**config.mk**
```make
export PLATFORM = sky130hd
export DESIGN_NAME = sync_serial_xcvr
export DESIGN_NICKNAME = d
export VERILOG_FILES = /design/src/rtl/sxc_pkg.sv /design/src/rtl/sxc_clkdiv.sv /design/src/rtl/sxc_edgesync.sv /design/src/rtl/sxc_shift.sv /design/src/rtl/sync_serial_xcvr.sv
export SDC_FILE = /design/constraint.sdc
export NUM_CORES = 1
export LEC_CHECK = 0
export ABC_AREA = 1
export BUFFER_PORTS_ARGS = -buffer_cell sky130_fd_sc_hd__clkbuf_2
export CAP_MARGIN = 5
export CORE_ASPECT_RATIO = 0.8
export CORE_MARGIN = 2
export CORE_UTILIZATION = 30
export DETAILED_ROUTE_END_ITERATION = 7
export GPL_ROUTABILITY_DRIVEN = 1
export PLACE_DENSITY = 0.59
export SYNTH_ARGS = -nofsm -noshare
export SYNTH_HDL_FRONTEND = slang
export SYNTH_SLANG_ARGS = --single-unit
```
**constraint.sdc**
```tcl
create_clock -name clk -period 1.95 [get_ports clk]
set_input_delay 0.2925 -clock clk [delete_from_list [all_inputs] [get_ports clk]]
set_output_delay 0.2925 -clock clk [all_outputs]
set_load 0.05 [all_outputs]
```
**src/rtl/sxc_pkg.sv**
```systemverilog
package sxc_pkg;
   typedef enum logic {ORDER_LSB = 1'b0, ORDER_MSB = 1'b1} order_t;

   function automatic logic idle_level(input logic pol);
      return ~pol;
   endfunction
endpackage

```
**src/rtl/sxc_clkdiv.sv**
```systemverilog
module sxc_clkdiv #(
   parameter int DIV_W = 8
) (
   input  logic             clk,
   input  logic             rst_n,
   input  logic             run,
   input  logic [DIV_W-1:0] div,
   output logic             lead_ev,
   output logic             trail_ev,
   output logic             act
);
   logic [DIV_W-1:0] cnt;
   logic             tick;

   always_comb begin
      tick     = run && (cnt == div);
      lead_ev  = tick && !act;
      trail_ev = tick && act;
   end

   always_ff @(posedge clk) begin
      if (!rst_n || !run) begin
         cnt <= '0;
         act <= 1'b0;
      end else if (tick) begin
         cnt <= '0;
         act <= ~act;
      end else begin
         cnt <= cnt + 1'b1;
      end
   end
endmodule

```
**src/rtl/sxc_edgesync.sv**
```systemverilog
module sxc_edgesync #(
   parameter int STAGES = 2
) (
   input  logic clk,
   input  logic rst_n,
   input  logic pin_in,
   input  logic idle_lvl,
   output logic lead_ev,
   output logic trail_ev
);
   logic [STAGES:0] chain;
   logic            now_lvl, prev_lvl;

   generate
      for (genvar s = 0; s <= STAGES; s++) begin : g_stage
         if (s == 0) begin : g_first
            always_ff @(posedge clk) chain[0] <= rst_n ? pin_in : 1'b1;
         end else begin : g_next
            always_ff @(posedge clk) chain[s] <= rst_n ? chain[s-1] : 1'b1;
         end
      end
   endgenerate

   always_comb begin
      now_lvl  = chain[STAGES-1];
      prev_lvl = chain[STAGES];
      lead_ev  = (now_lvl != prev_lvl) && (now_lvl != idle_lvl);
      trail_ev = (now_lvl != prev_lvl) && (now_lvl == idle_lvl);
   end
endmodule

```
**src/rtl/sxc_shift.sv**
```systemverilog
module sxc_shift
   import sxc_pkg::*;
#(
   parameter int W = 8
) (
   input  logic         clk,
   input  logic         rst_n,
   input  logic         load,
   input  logic [W-1:0] load_word,
   input  logic         msb_first,
   input  logic         lead_ev,
   input  logic         trail_ev,
   input  logic         sdi,
   output logic         busy,
   output logic         sdo,
   output logic         done,
   output logic [W-1:0] rx_next
);
   localparam int CW = $clog2(W);
   localparam logic [CW-1:0] LAST = CW'(W - 1);

   logic [W-1:0]  tx_sh, rx_sh;
   logic [CW-1:0] cnt;
   order_t        ord;

   always_comb begin
      ord     = order_t'(msb_first);
      rx_next = (ord == ORDER_MSB) ? {rx_sh[W-2:0], sdi} : {sdi, rx_sh[W-1:1]};
      done    = busy && trail_ev && (cnt == LAST);
   end

   always_ff @(posedge clk) begin
      if (!rst_n) begin
         busy  <= 1'b0;
         sdo   <= 1'b1;
         tx_sh <= '0;
         rx_sh <= '0;
         cnt   <= '0;
      end else if (load) begin
         busy  <= 1'b1;
         tx_sh <= load_word;
         cnt   <= '0;
      end else if (busy) begin
         if (lead_ev) begin
            if (ord == ORDER_MSB) begin
               sdo   <= tx_sh[W-1];
               tx_sh <= tx_sh << 1;
            end else begin
               sdo   <= tx_sh[0];
               tx_sh <= tx_sh >> 1;
            end
         end
         if (trail_ev) begin
            rx_sh <= rx_next;
            if (cnt == LAST) begin
               busy <= 1'b0;
               cnt  <= '0;
            end else begin
               cnt <= cnt + 1'b1;
            end
         end
      end
   end
endmodule

```
**src/rtl/sync_serial_xcvr.sv**
```systemverilog
module sync_serial_xcvr
   import sxc_pkg::*;
#(
   parameter int DATA_W      = 8,
   parameter int DIV_W       = 8,
   parameter int SYNC_STAGES = 2
) (
   input  logic              clk,
   input  logic              rst_n,
   input  logic              cfg_ext_clk,
   input  logic              cfg_ckpol,
   input  logic              cfg_msb_first,
   input  logic              cfg_invert,
   input  logic              cfg_cont_rx,
   input  logic              cfg_multi_pin,
   input  logic              cfg_alt_sel,
   input  logic [DIV_W-1:0]  cfg_div,
   input  logic              wr_tx,
   input  logic [DATA_W-1:0] wr_data,
   input  logic              rd_rx,
   output logic [DATA_W-1:0] rx_data,
   output logic              tx_empty,
   output logic              rx_full,
   output logic              overrun,
   input  logic              sclk_in,
   input  logic              sdi,
   output logic              sdo,
   output logic              sclk_pri,
   output logic              sclk_alt
);
   generate
      if (DATA_W < 2) begin : g_bad_width
         $error("DATA_W must be at least 2");
      end
      if (DIV_W < 1) begin : g_bad_div
         $error("DIV_W must be at least 1");
      end
      if (SYNC_STAGES < 2) begin : g_bad_sync
         $error("SYNC_STAGES must be at least 2");
      end
   endgenerate

   localparam logic [DATA_W-1:0] ALL_ONES = {DATA_W{1'b1}};

   logic [DATA_W-1:0] tx_buf, rx_buf, rx_next;
   logic              busy, start, xfer_done, idle_lvl, steer_alt;
   logic              int_lead, int_trail, int_act, ext_lead, ext_trail;
   logic              lead_ev, trail_ev, int_clk;

   always_comb begin
      idle_lvl  = idle_level(cfg_ckpol);
      start     = !busy && !tx_empty;
      steer_alt = !cfg_ext_clk && cfg_multi_pin && cfg_alt_sel;
      int_clk   = idle_lvl ^ int_act;
      lead_ev   = cfg_ext_clk ? ext_lead  : int_lead;
      trail_ev  = cfg_ext_clk ? ext_trail : int_trail;
      sclk_pri  = (!cfg_ext_clk && !steer_alt) ? int_clk : idle_lvl;
      sclk_alt  = steer_alt ? int_clk : idle_lvl;
      rx_data   = rx_buf ^ (cfg_invert ? ALL_ONES : '0);
   end

   sxc_clkdiv #(.DIV_W(DIV_W)) u_div (
      .clk(clk), .rst_n(rst_n), .run(busy && !cfg_ext_clk), .div(cfg_div),
      .lead_ev(int_lead), .trail_ev(int_trail), .act(int_act)
   );

   sxc_edgesync #(.STAGES(SYNC_STAGES)) u_sync (
      .clk(clk), .rst_n(rst_n), .pin_in(sclk_in), .idle_lvl(idle_lvl),
      .lead_ev(ext_lead), .trail_ev(ext_trail)
   );

   sxc_shift #(.W(DATA_W)) u_shift (
      .clk(clk), .rst_n(rst_n), .load(start), .load_word(tx_buf),
      .msb_first(cfg_msb_first), .lead_ev(lead_ev), .trail_ev(trail_ev),
      .sdi(sdi), .busy(busy), .sdo(sdo), .done(xfer_done), .rx_next(rx_next)
   );

   always_ff @(posedge clk) begin
      if (!rst_n) begin
         tx_buf   <= '0;
         tx_empty <= 1'b1;
      end else begin
         if (start) tx_empty <= 1'b1;
         if (wr_tx) begin
            tx_buf   <= wr_data ^ (cfg_invert ? ALL_ONES : '0);
            tx_empty <= 1'b0;
         end
         if (rd_rx && cfg_cont_rx) tx_empty <= 1'b0;
      end
   end

   always_ff @(posedge clk) begin
      if (!rst_n) begin
         rx_buf  <= '0;
         rx_full <= 1'b0;
         overrun <= 1'b0;
      end else begin
         if (rd_rx) begin
            rx_full <= 1'b0;
            overrun <= 1'b0;
         end
         if (xfer_done) begin
            rx_buf  <= rx_next;
            rx_full <= 1'b1;
            if (rx_full && !rd_rx) overrun <= 1'b1;
         end
      end
   end
endmodule

```
# Word-level counts from Yosys, hierarchy flattened
# Cells that the tools add are included.
[classes]
eq_ne = 5
add_sub_neg = 2
mux = 24
bitwise = 7
reduce_logical = 33
[ops]
columns = ["cell", "n"]
rows = [
  ["$mux 8", 6],
  ["$mux 1", 17],
  ["$xor 8x8->8", 2],
  ["$logic_and 1x1->1", 14],
  ["$add 8x1->8 const B", 1],
  ["$eq 8x8->1", 1],
  ["$logic_not 1->1", 8],
  ["$reduce_and 3->1", 2],
  ["$reduce_bool 2->1", 3],
  ["$not 1->1", 4],
  ["$reduce_and 2->1", 2],
  ["$reduce_or 2->1", 2],
  ["$add 3x1->3 const B", 1],
  ["$eq 3x3->1 const B", 1],
  ["$mux 3", 1],
  ["$reduce_bool 3->1", 1],
  ["$ne 1x1->1", 2],
  ["$eq 1x1->1", 1],
  ["$logic_or 1x1->1", 1],
  ["$xor 1x1->1", 1],
]
[word_totals]
out_inout_bits = 14
wordCells = 86
ff_bits = 52

# Logic depth before layout (Yosys ltp)
[depth]
ltp_word = 8
depth_mapped = 13

# By module
# Synthesis repeated with hierarchy kept, for this count alone.
[unflattened]
hier_cells = 436
hier_area_um2 = 2916.5
[modules_own_cells]
columns = ["module", "area_per_inst_um2", "cells_per_inst", "instances", "seq_area_each_um2"]
rows = [
  ["sxc_shift", 1164.9, 174, 1, 420.4],
  ["sync_serial_xcvr", 1048.5, 159, 1, 380.4],
  ["sxc_clkdiv", 571.8, 81, 1, 180.2],
  ["sxc_edgesync", 131.4, 22, 1, 60.1],
]

# Worst setup path before layout
# OpenSTA, ideal clock, no wires.
[synth_path]
path_kind = "input port to output port"
start = "in cfg_invert"
end = "out rx_data[0]"
setup_slack_ns = -0.022
path_buffers = 2
required_time_ns = 1.657
arrival_time_ns = 1.679
stages = 3
cell_sequence = "clkbuf_1 > buf_2 > xor2_1"
[synth_via]
elab_chain_len = 2
[synth_lines]
columns = ["item", "line_no", "rtl"]
rows = [
  ["start, declared", "sync_serial_xcvr.sv:13", "input logic cfg_invert,"],
  ["$mux 8", "sync_serial_xcvr.sv:59", "rx_data = rx_buf ^ (cfg_invert ? ALL_ONES : '0);"],
  ["$xor 8x8->8", "sync_serial_xcvr.sv:59", ""],
  ["end, declared", "sync_serial_xcvr.sv:21", "output logic [DATA_W-1:0] rx_data,"],
]
# No other way between the ends.

# Final worst setup path
[layout_path]
start = "reg u_div.cnt[5]"
end = "reg u_shift.cnt[1]"
[layout_via]
elab_chain_len = 5
[layout_lines]
columns = ["item", "line_no", "rtl"]
rows = [
  ["start, declared", "sxc_clkdiv.sv:12", "logic [DIV_W-1:0] cnt;"],
  ["start signal, assigned", "sxc_clkdiv.sv:29", "cnt <= cnt + 1'b1;"],
  ["$eq 8x8->1", "sxc_clkdiv.sv:16", "tick = run && (cnt == div);"],
  ["$logic_and 1x1->1", "sxc_clkdiv.sv:16", ""],
  ["$logic_and 1x1->1", "sxc_clkdiv.sv:18", "trail_ev = tick && act;"],
  ["$mux 1", "sync_serial_xcvr.sv:56", "trail_ev = cfg_ext_clk ? ext_trail : int_trail;"],
  ["$reduce_and 2->1 (no source line)", "n/a", ""],
  ["end signal, assigned", "sxc_shift.sv:59", "cnt <= cnt + 1'b1;"],
  ["end, declared", "sxc_shift.sv:23", "logic [CW-1:0] cnt;"],
]
# No other way between the ends.
# A chain may end at the register's enable or synchronous reset.

==> results.json <==
{
  "antenna_violations_before_repair": 0,
  "avgSynthCellArea_sq_um": 7.20,
  "final_antenna_net_count": 0,
  "vdd_ir_drop_max_v": 0.000291,
  "antenna-diode-count": 0,
  "synth_register_bits": 52,
  "preCtsSetupSlack_ps": 259,
  "drive_above_1_share": 0.186,
  "run_status": "complete, no violations",
  "fmax_mhz": 587,
  "firstDrtPassIters": 4,
  "worst_hold_path_type": "input pin to flip-flop",
  "cts_tree": "done",
  "synth-edff-count": 0,
  "timing.critical_path.arrival_ps": 1920,
  "place_hpwl_um": 4320,
  "yosys.cell_types.count": 31,
  "dieArea_sq_um": 9660,
  "synthesis.nets": 402,
  "row_count": 30,
  "vias_per_cell": 4.45,
  "floorplan.initialDensity": 0.311,
  "final_tns_setup_ps": 0,
  "setup_violations": 0,
  "syn-instance-count": 370,
  "tritoncts.num_buffers": 5,
  "synth-main-ff-cell": "sky130_fd_sc_hd__dfxtp_1",
  "global_route.overflow_total": 0,
  "timing.critical_path.slowest_stage_cell": "sky130_fd_sc_hd__dfxtp_1",
  "clk_pin_slew_worst_paths_ps": 100,
  "grt_max_degree": 33,
  "power_density_nw_per_um2": 689,
  "post-synth-top-area-cell": "sky130_fd_sc_hd__dfxtp_1",
  "p_leak_nw": 1.43,
  "finalNetCount": 440,
  "critPathMostFrequentCell": "sky130_fd_sc_hd__nand2_1",
  "syn-cell-area_sq_um": 2670,
  "grt_pass1_vias": 2026,
  "crit_chain": "inv_2 -> nand2_1 -> nand2_1 -> nor2_1 -> nand2_1 -> nor2_2 -> nand3_2 -> nand2_2 -> nand2_2 -> o21ai_0 -> nor2_1",
  "crit_path_start_kind": "flip-flop",
  "grt_first_pass_wirelength_um": 9580,
  "synth.cells.most_frequent": "65 x sky130_fd_sc_hd__nand2_1, 52 x sky130_fd_sc_hd__dfxtp_1, 47 x sky130_fd_sc_hd__inv_1",
  "timing.setup.critical_path_class": "flip-flop to flip-flop",
  "timing_hold_violations_final": 0,
  "clock_latency_ps": 310,
  "synthTopCellsByArea": "sky130_fd_sc_hd__dfxtp_1 39%, sky130_fd_sc_hd__nand2_1 9.2%, sky130_fd_sc_hd__inv_1 6.6%",
  "buffer_ports.inserted": 42,
  "synth-warning-count": 0,
  "relSlewSlack": 0.625,
  "cts.htree.levels": 2,
  "top_cell_type_s_share_of_synthesized_area": 0.391,
  "routed_wirelength_um": 5800,
  "rsz0062_at_grt": "no",
  "floorplan.die.height_um": 88.3,
  "cp_max_fo": 12,
  "cp_slowest_stage_delay_ps": 440,
  "final.setup.worst_slack_ps": 246,
  "timing.final.crit_period_ps": 1700,
  "seq_area_frac_synth": 0.391,
  "flow.area_growth_from_synthesis_pct": 15.0,
  "reg2reg_setup_slack_ps": 250,
  "period_utilization": 0.874,
  "die_width_um": 109,
  "endpoint_kind": "flip-flop",
  "worst_slew_pin_slew_ps": 562,
  "buffers_from_clock_root_to_sink_at_most": 2,
  "globalRouteTotalUtil": 0.126,
  "wl_per_cell_um": 11.1,
  "globalplace.congestion": 0.805,
  "worst_clock_skew_ps": 10.7,
  "crit_buf_inv": 1,
  "number_of_placed_i_o_pins": 43,
  "cts.sink_count": 52,
  "detailedRoute.firstIterationViolations": 161,
  "cp.required_ps": 2160,
  "num-fill-cells": 938,
  "drc_errors": 0,
  "clock-root-buffer": "sky130_fd_sc_hd__clkbuf_8",
  "timing_max_transition_violations_final": 0,
  "max-cap-violations": 0,
  "ctsHoldBuffers": 0,
  "floorplan.core_area_sq_um": 8560,
  "async_reset_ff_frac": 0,
  "critical-path-top-delay-family": "simple AND/OR/NAND/NOR gates",
  "yosys.cell_count.top_type": "sky130_fd_sc_hd__nand2_1",
  "num_vias": 2321
}
## final timing paths
check / start / end / cells past startpoint
max reg2reg: u_div.cnt[5] / u_shift.cnt[1] / 11
min: sclk_in / u_sync.chain[0] / 2
max: u_div.cnt[5] / u_shift.cnt[1] / 11
min reg2reg: u_sync.chain[0] / u_sync.now_lvl / 1
## cell families (layout without fill, tap and decap cells)
| logic type | after synthesis | in the layout | synth area share |
|---|---|---|---|
| fa+ha+maj | 3 | 3 | 0.0141 |
| xor+xnor | 25 | 25 | 0.0822 |
| flops | 52 | 52 | 0.391 |
| compound gates | 70 | 70 | 0.146 |
| buf+inv | 64 | 103 | 0.0995 |
| simple gates | 156 | 156 | 0.268 |
## worst reg2reg max path: stages (launching register included)
cell,delay (ps)
sky130_fd_sc_hd__dfxtp_1,440
sky130_fd_sc_hd__inv_2,50
sky130_fd_sc_hd__nand2_1,60
sky130_fd_sc_hd__nand2_1,40
sky130_fd_sc_hd__nor2_1,80
sky130_fd_sc_hd__nand2_1,70
sky130_fd_sc_hd__nor2_2,140
sky130_fd_sc_hd__nand3_2,140
sky130_fd_sc_hd__nand2_2,130
sky130_fd_sc_hd__nand2_2,180
sky130_fd_sc_hd__o21ai_0,210
sky130_fd_sc_hd__nor2_1,60
## where the power goes
group          switching (W)  total, W  internal [W]
Combinational       0.000226  0.000345      0.000119
Clock               0.000386  0.000641      0.000255
Sequential         0.0000216   0.00112       0.00110
## per-layer routing
metal / vias to the layer above / track usage / part of all wire
li1: 1250 / - / -
met1: 1005 / 0.191 / 0.53
met2: 62 / 0.175 / 0.41
met3: 4 / 0.0339 / 0.056
met4: 0 / 0.0345 / 0.0072
met5: - / 0 / 0
## area by class of cell
class                      count  area, sq um  share of cell area
multi-input combinational    254         1370               0.446
clock inverter                 3         23.8             0.00776
inverter                      49          184              0.0600
tap                          112          140              0.0457
timing repair buffer          46          240              0.0784
sequential                    52         1040               0.340
clock buffer                   5         68.8              0.0225
## through the flow
| step | util | cells | hold WS [ps] | power, W | area (sq um) |
|---|---|---|---|---|---|
| floorplan | - | 370 | 369 | 0.00140 | 2670 |
| global placement | 0.346 | 513 | 404 | 0.00149 | 2960 |
| detailed placement | 0.346 | 513 | 405 | 0.00149 | 2960 |
| CTS | 0.357 | 521 | 178 | 0.00214 | 3060 |
| global route | 0.358 | 521 | 172 | 0.00223 | 3060 |
| finish | 0.358 | 521 | 182 | 0.00211 | 3060 |
## repair_timing
action / CTS / global route
resized for setup: 0 / 1
setup endpoints to repair: 0 / 2
setup buffers: 0 / 0
## sequential cells by signal, summed over array words and instances (netlist names), 3 cells and up
register / flops
u_shift.cnt: 3
u_div.cnt: 8
rx_buf: 8
u_shift.tx_sh: 8
u_shift.rx_sh: 8
tx_buf: 8
## layout by cell type (no fill, tap or decap), types with 2 or more instances in the layout
| master | synthesis | layout |
|---|---|---|
| sky130_fd_sc_hd__dfxtp_1 | 52 | 52 |
| sky130_fd_sc_hd__xnor2_1 | 8 | 8 |
| sky130_fd_sc_hd__nand2_2 | 3 | 3 |
| sky130_fd_sc_hd__nor2_4 | 2 | 2 |
| sky130_fd_sc_hd__o211ai_1 | 6 | 6 |
| sky130_fd_sc_hd__clkbuf_2 | 0 | 42 |
| sky130_fd_sc_hd__nor2_2 | 2 | 2 |
| sky130_fd_sc_hd__nor3b_1 | 2 | 2 |
| sky130_fd_sc_hd__inv_2 | 2 | 2 |
| sky130_fd_sc_hd__a21oi_1 | 23 | 23 |
| sky130_fd_sc_hd__buf_4 | 0 | 4 |
| sky130_fd_sc_hd__nand3_1 | 28 | 28 |
| sky130_fd_sc_hd__or2_2 | 5 | 5 |
| sky130_fd_sc_hd__nand3_2 | 4 | 3 |
| sky130_fd_sc_hd__inv_1 | 47 | 47 |
| sky130_fd_sc_hd__o21ai_0 | 29 | 29 |
| sky130_fd_sc_hd__o21ai_1 | 8 | 8 |
| sky130_fd_sc_hd__xor2_1 | 17 | 17 |
| sky130_fd_sc_hd__a21oi_2 | 2 | 2 |
| sky130_fd_sc_hd__nand4_1 | 2 | 2 |
| sky130_fd_sc_hd__clkinvlp_4 | 0 | 2 |
| sky130_fd_sc_hd__clkbuf_8 | 0 | 5 |
| sky130_fd_sc_hd__nand2_1 | 65 | 65 |
| sky130_fd_sc_hd__ha_1 | 3 | 3 |
| sky130_fd_sc_hd__nor2_1 | 39 | 39 |
No activity file was read; power rests on OpenSTA's default activity.
